<file path="config.mk">
export PLATFORM = sky130hd
export DESIGN_NAME = gpio_bank_ctrl
export DESIGN_NICKNAME = d
export VERILOG_FILES = /design/src/rtl/gpio_bank_pkg.sv /design/src/rtl/gpio_in_sync.sv /design/src/rtl/gpio_addr_decode.sv /design/src/rtl/gpio_bank_slice.sv /design/src/rtl/gpio_bank_ctrl.sv
export SDC_FILE = /design/constraint.sdc
export NUM_CORES = 1
export LEC_CHECK = 0
export BUFFER_PORTS_ARGS = -buffer_cell sky130_fd_sc_hd__buf_4
export CORE_ASPECT_RATIO = 0.8
export CORE_MARGIN = 2
export CORE_UTILIZATION = 40
export DETAILED_ROUTE_END_ITERATION = 7
export PLACE_DENSITY = 0.58
export SETUP_SLACK_MARGIN = 0.3
export SYNTH_ARGS = -nofsm -noshare
export SYNTH_HDL_FRONTEND = slang
export SYNTH_SLANG_ARGS = --single-unit
</file>
<file path="constraint.sdc">
create_clock -name clk_i -period 4.6 [get_ports clk_i]
set_input_delay 0.46 -clock clk_i [delete_from_list [all_inputs] [get_ports clk_i]]
set_output_delay 0.46 -clock clk_i [all_outputs]
set_load 0.03 [all_outputs]
</file>
<file path="src/rtl/gpio_bank_pkg.sv">
package gpio_bank_pkg;

    localparam int WORD_W        = 32;
    localparam int ALTF_BITS     = 2;
    localparam int ALTF_PER_WORD = WORD_W / ALTF_BITS;
    localparam int N_FEAT_PLAIN  = 7;

    typedef enum logic [2:0] {
        FEAT_LEVEL = 3'd0,
        FEAT_DIR   = 3'd1,
        FEAT_SET   = 3'd2,
        FEAT_CLR   = 3'd3,
        FEAT_RISE  = 3'd4,
        FEAT_FALL  = 3'd5,
        FEAT_STAT  = 3'd6,
        FEAT_ALTF  = 3'd7
    } feat_e;

endpackage

</file>
<file path="src/rtl/gpio_in_sync.sv">
module gpio_in_sync #(
    parameter int W = 32
) (
    input  logic         clk_i,
    input  logic         rst_ni,
    input  logic [W-1:0] pin_i,
    output logic [W-1:0] sync_o,
    output logic [W-1:0] prev_o
);

    logic [W-1:0] meta_q;
    logic [W-1:0] sync_q;
    logic [W-1:0] prev_q;

    always_ff @(posedge clk_i or negedge rst_ni) begin
        if (!rst_ni) begin
            meta_q <= '0;
            sync_q <= '0;
            prev_q <= '0;
        end else begin
            meta_q <= pin_i;
            sync_q <= meta_q;
            prev_q <= sync_q;
        end
    end

    assign sync_o = sync_q;
    assign prev_o = prev_q;

endmodule

</file>
<file path="src/rtl/gpio_addr_decode.sv">
module gpio_addr_decode
    import gpio_bank_pkg::*;
#(
    parameter int NBANK  = 2,
    parameter int ADDR_W = 8,
    localparam int BIDX_W = (NBANK > 1) ? $clog2(NBANK) : 1,
    localparam int AIDX_W = $clog2(2 * NBANK)
) (
    input  logic [ADDR_W-1:0] addr_i,
    output logic              reg_hit_o,
    output feat_e             feat_o,
    output logic [BIDX_W-1:0] bank_o,
    output logic              altf_hit_o,
    output logic [AIDX_W-1:0] altf_idx_o
);

    localparam int PLAIN_WORDS = N_FEAT_PLAIN * NBANK;
    localparam int ALL_WORDS   = PLAIN_WORDS + 2 * NBANK;

    logic [1:0]  addr_unused;
    int unsigned word;

    assign addr_unused = addr_i[1:0];

    always_comb begin
        word       = 32'(addr_i[ADDR_W-1:2]);
        reg_hit_o  = 1'b0;
        altf_hit_o = 1'b0;
        feat_o     = FEAT_LEVEL;
        bank_o     = '0;
        altf_idx_o = '0;
        if (word < 32'(PLAIN_WORDS)) begin
            reg_hit_o = 1'b1;
            feat_o    = feat_e'(3'(word / 32'(NBANK)));
            bank_o    = BIDX_W'(word % 32'(NBANK));
        end else if (word < 32'(ALL_WORDS)) begin
            altf_hit_o = 1'b1;
            altf_idx_o = AIDX_W'(word - 32'(PLAIN_WORDS));
        end
    end

endmodule

</file>
<file path="src/rtl/gpio_bank_slice.sv">
module gpio_bank_slice
    import gpio_bank_pkg::*;
(
    input  logic              clk_i,
    input  logic              rst_ni,
    input  logic [WORD_W-1:0] wdata_i,
    input  logic              wr_dir_i,
    input  logic              wr_set_i,
    input  logic              wr_clr_i,
    input  logic              wr_rise_i,
    input  logic              wr_fall_i,
    input  logic              wr_stat_i,
    input  logic [WORD_W-1:0] sync_i,
    input  logic [WORD_W-1:0] prev_i,
    output logic [WORD_W-1:0] dir_o,
    output logic [WORD_W-1:0] out_o,
    output logic [WORD_W-1:0] rise_o,
    output logic [WORD_W-1:0] fall_o,
    output logic [WORD_W-1:0] stat_o
);

    logic [WORD_W-1:0] dir_q, out_q, rise_q, fall_q, stat_q;
    logic [WORD_W-1:0] detect, clr_mask, out_next;

    // Edge found this cycle; OR-ed in after the clear so it wins over it
    assign detect   = (rise_q & sync_i & ~prev_i) | (fall_q & ~sync_i & prev_i);
    assign clr_mask = wr_stat_i ? wdata_i : '0;

    always_comb begin
        out_next = out_q;
        if (wr_set_i) out_next = out_next | wdata_i;
        if (wr_clr_i) out_next = out_next & ~wdata_i;
    end

    always_ff @(posedge clk_i or negedge rst_ni) begin
        if (!rst_ni) begin
            dir_q  <= '0;
            out_q  <= '0;
            rise_q <= '0;
            fall_q <= '0;
            stat_q <= '0;
        end else begin
            if (wr_dir_i)  dir_q  <= wdata_i;
            if (wr_rise_i) rise_q <= wdata_i;
            if (wr_fall_i) fall_q <= wdata_i;
            out_q  <= out_next;
            stat_q <= (stat_q & ~clr_mask) | detect;
        end
    end

    assign dir_o  = dir_q;
    assign out_o  = out_q;
    assign rise_o = rise_q;
    assign fall_o = fall_q;
    assign stat_o = stat_q;

endmodule

</file>
<file path="src/rtl/gpio_bank_ctrl.sv">
module gpio_bank_ctrl
    import gpio_bank_pkg::*;
#(
    parameter int NPINS  = 64,
    parameter int ADDR_W = 8
) (
    input  logic              clk_i,
    input  logic              rst_ni,
    input  logic              wr_en_i,
    input  logic [ADDR_W-1:0] addr_i,
    input  logic [31:0]       wdata_i,
    output logic [31:0]       rdata_o,
    input  logic [NPINS-1:0]  gpio_i,
    output logic [NPINS-1:0]  gpio_o,
    output logic [NPINS-1:0]  gpio_oe_o,
    output logic              irq_o
);

    localparam int NBANK  = NPINS / WORD_W;
    localparam int NALTF  = 2 * NBANK;
    localparam int BIDX_W = (NBANK > 1) ? $clog2(NBANK) : 1;
    localparam int AIDX_W = $clog2(NALTF);

    logic              reg_hit, altf_hit;
    feat_e             feat;
    logic [BIDX_W-1:0] bank;
    logic [AIDX_W-1:0] altf_idx;

    logic [NPINS-1:0]  sync_all, prev_all;
    logic [NPINS-1:0]  stat_all, rise_all, fall_all;

    logic [WORD_W-1:0] dir_w  [NBANK];
    logic [WORD_W-1:0] rise_w [NBANK];
    logic [WORD_W-1:0] fall_w [NBANK];
    logic [WORD_W-1:0] stat_w [NBANK];
    logic [WORD_W-1:0] lvl_w  [NBANK];
    logic [WORD_W-1:0] altf_q [NALTF];

    gpio_in_sync #(.W(NPINS)) i_sync (
        .clk_i  (clk_i),
        .rst_ni (rst_ni),
        .pin_i  (gpio_i),
        .sync_o (sync_all),
        .prev_o (prev_all)
    );

    gpio_addr_decode #(.NBANK(NBANK), .ADDR_W(ADDR_W)) i_dec (
        .addr_i     (addr_i),
        .reg_hit_o  (reg_hit),
        .feat_o     (feat),
        .bank_o     (bank),
        .altf_hit_o (altf_hit),
        .altf_idx_o (altf_idx)
    );

    for (genvar b = 0; b < NBANK; b++) begin : g_bank
        logic bank_wr;
        assign bank_wr = wr_en_i && reg_hit && (bank == BIDX_W'(b));

        gpio_bank_slice i_slice (
            .clk_i     (clk_i),
            .rst_ni    (rst_ni),
            .wdata_i   (wdata_i),
            .wr_dir_i  (bank_wr && feat == FEAT_DIR),
            .wr_set_i  (bank_wr && feat == FEAT_SET),
            .wr_clr_i  (bank_wr && feat == FEAT_CLR),
            .wr_rise_i (bank_wr && feat == FEAT_RISE),
            .wr_fall_i (bank_wr && feat == FEAT_FALL),
            .wr_stat_i (bank_wr && feat == FEAT_STAT),
            .sync_i    (sync_all[b*WORD_W +: WORD_W]),
            .prev_i    (prev_all[b*WORD_W +: WORD_W]),
            .dir_o     (dir_w[b]),
            .out_o     (gpio_o[b*WORD_W +: WORD_W]),
            .rise_o    (rise_w[b]),
            .fall_o    (fall_w[b]),
            .stat_o    (stat_w[b])
        );

        assign lvl_w[b]                       = sync_all[b*WORD_W +: WORD_W];
        assign gpio_oe_o[b*WORD_W +: WORD_W]  = dir_w[b];
        assign stat_all[b*WORD_W +: WORD_W]   = stat_w[b];
        assign rise_all[b*WORD_W +: WORD_W]   = rise_w[b];
        assign fall_all[b*WORD_W +: WORD_W]   = fall_w[b];
    end

    always_ff @(posedge clk_i or negedge rst_ni) begin
        if (!rst_ni) begin
            for (int i = 0; i < NALTF; i++) altf_q[i] <= '0;
        end else if (wr_en_i && altf_hit) begin
            altf_q[altf_idx] <= wdata_i;
        end
    end

    always_comb begin
        rdata_o = '0;
        if (reg_hit) begin
            unique case (feat)
                FEAT_LEVEL: rdata_o = lvl_w[bank];
                FEAT_DIR:   rdata_o = dir_w[bank];
                FEAT_RISE:  rdata_o = rise_w[bank];
                FEAT_FALL:  rdata_o = fall_w[bank];
                FEAT_STAT:  rdata_o = stat_w[bank];
                default:    rdata_o = '0;
            endcase
        end else if (altf_hit) begin
            rdata_o = altf_q[altf_idx];
        end
    end

    assign irq_o = |stat_all;

endmodule

</file>
==> impl_metrics.ini <==
[run_status]
run_status = completed

[synth]
ys_ff_latch = 640
synth_area_leader_cell = dfrtp_1
synthDistinctLibCells = 41
netlist.area_leader.share = 0.617
seq_area_frac_synth = 0.617
synthTopCellsByCount = dfrtp_1 (640), mux2_2 (320), nand2_1 (203)
synth_most_common_cell = dfrtp_1
synthCells = 1992
syn_nets = 2099
synth.area.top_cells = dfrtp_1 (62%), mux2_2 (14%), a21oi_1 (3.1%), nand2_1 (2.9%), mux2i_1 (2.4%)
yosysWarnings = 0
synth_edf_count = 0
async_flop_share = 1.00
syn-cell-area_mm2 = 0.0260
synthFlopType = dfrtp_1
syn-mean-instance-area_um2 = 13.0

[timing]
fin_skew_ns = 0.0193
max_freq_ghz = 0.273
finalMaxSlewViolations = 0
worstMarginPinSlew_ns = 1.21
relSlewSlack = 0.189
fin_crit_sh = 0.795
fin_tns_setup_ns = 0
finalSetupViolCount = 0
hold_ws_ns = 0.149
fin_crit_ns = 3.66
final_hold_viol_count = 0
rsz0062_at_grt = no

[power_and_ir_drop]
power_density_mw_per_mm2 = 458
fin_total_pwr_mw = 14.7
p_leak_nw = 14.8
ir_drop_mv = 0.233

[finish]
area_growth_pct = 23.8
final_cell_area_mm2 = 0.0322
nets = 2398
antenna_cells = 0
drive_gt1_frac = 0.331
fin_util = 0.501

[setup_path]
r2r_start = i_sync.sync_o[35]
cp.required_ns = 4.14
worstPathCellList = buf_4, nand2_1, nor2_1, o21bai_2, buf_4, a222oi_1, o32ai_1, buf_4
cp_top_family = compound AO/OA/AOI/OAI gates
r2r_end = g_bank[1].i_slice.stat_o[3]
critPathMostFrequentCell = buf_4
rr_worst_depth = 3
cp-startpoint = addr_i[3]
reg2reg_slack_ns = 3.70
end_kind = output port
crit_type = in -> out
slowest_delay_ns = 0.60
worst-path-max-fanout = 29
critPathLaunchType = input port
worstPathBufferInverterCount = 3
critPathSlowestCell = a222oi_1
crit_arrival_ns = 3.20

[clock_tree]
clk_latency_ns = 0.61
cts_buffers = 69
post_cts_resized = 0
cts_tree = done
clkSinkCount = 640
clk_path_buf_depth = 3
clk_pin_slew_worst_paths_ns = 0.06
htree_levels = 3
cts_root_buffer = clkbuf_16

[drt]
antenna_left = 0
routed_wl_um = 80100
dr.first_iter.drc_count = 1507
drc_errors = 0
vias_per_cell = 5.77
wl_per_cell_um = 25.1
vias = 18400
drtPass1Iterations = 5

[die]
fp.dieW_um = 289
die_y_um = 232
core.rowCount = 83
io_pins = 268
dieArea_mm2 = 0.0670
initial_core_util = 0.405
core_mm2 = 0.0642

[placed_design]
place_area_mm2 = 0.0290
routabilityCongestion = 0.830
dp_hpwl_um = 51300
io_buffer_count = 265

[hold_path]
hp-start = wdata_i[11]
hold_path.class = in -> reg
hold_path_depth = 2

[run]
cap_violations = 0

[grt]
grt_pass1_vias = 18800
grt_pass1_wl_um = 121000
antenna_found_initial = 1
grt_start_max_net_pins = 114
grt-ovfl-total = 0
grt_use_total = 0.241
-- stage by stage --
step / cells / setup WS (ns)
5_1_grt: 3192 / 0.862
2_1_floorplan: 1992 / 1.66
4_1_cts: 3192 / 0.966
6_report: 3192 / 0.942
3_5_place_dp: 3005 / 0.967
3_3_place_gp: 3005 / 0.972
-- per-layer routing --
metal,up-vias,wire length [µm],track usage
li1,8001,-,-
met1,9686,36300,0.346
met2,588,36500,0.367
met3,126,5520,0.0576
met4,2,1820,0.0636
met5,-,10,0
-- worst max path at each step --
stage | to | slack [ns] | depth (start not counted)
after detailed placement | rdata_o[29] | 0.97 | 9
final | rdata_o[5] | 0.94 | 8
after floorplan | rdata_o[10] | 1.66 | 8
after CTS | rdata_o[29] | 0.97 | 9
after global routing | rdata_o[29] | 0.86 | 9
after global placement | rdata_o[21] | 0.97 | 8
-- cell families (layout without fill, tap and decap cells) --
| kind of cell | count (synthesis) | after routing | synth area share |
|---|---|---|---|
| buffers and inverters | 160 | 510 | 0.0271 |
| AO/OA/AOI/OAI | 480 | 480 | 0.130 |
| multiplexers | 415 | 415 | 0.177 |
| AND/OR/NAND/NOR | 297 | 297 | 0.0499 |
| flip-flops | 640 | 640 | 0.617 |
-- flip-flops by register name, summed over array words and instances, names as in the netlist, named ones only --
name and flops:
g_bank.i_slice.fall_o 64, i_sync.sync_o 64, altf_q 128, g_bank.i_slice.dir_o 64, i_sync.meta_q 64, g_bank.i_slice.stat_o 64, g_bank.i_slice.rise_o 64, i_sync.prev_o 64
-- what timing repair did --
| item | in CTS | in global routing |
|---|---|---|
| hold buffers | 65 | 0 |
| hold endpoints to repair | 139 | 0 |
| buffers inserted | 0 | 0 |
-- layout by cell type (no fill, tap or decap), types with 6 or more instances in the layout --
cell,count
dfrtp_1,640
mux2_2,320
buf_4,304
nand2_1,202
a21oi_1,159
o22ai_1,95
clkbuf_16,71
dlygate4sd3_1,65
a21o_1,64
mux2i_1,63
nor2_1,37
a221oi_1,33
o221ai_1,32
a222oi_1,32
o32ai_1,32
mux2_1,32
a221o_1,31
buf_12,17
nor4_1,16
bufinv_16,14
clkbuf_1,10
nand4_1,7
inv_6,7
clkinv_2,7
clkinvlp_4,6
-- power breakdown --
part	total [mW]	internal, mW	switching (mW)
Clock	6.05	3.71	2.34
Sequential	6.81	6.28	0.526
Combinational	1.87	0.861	1.01
Total	14.7	10.9	3.88
-- area by class of cell --
cell class                 count  area [µm²]
tap                          850        1060
timing repair buffer         387        3290
clock buffer                  86        1880
fill                        5549       32000
multi-input combinational   1192        9330
inverter                       1        3.75
sequential                   640       16000
clock inverter                36         579
No activity file was read; power rests on OpenSTA's default activity.
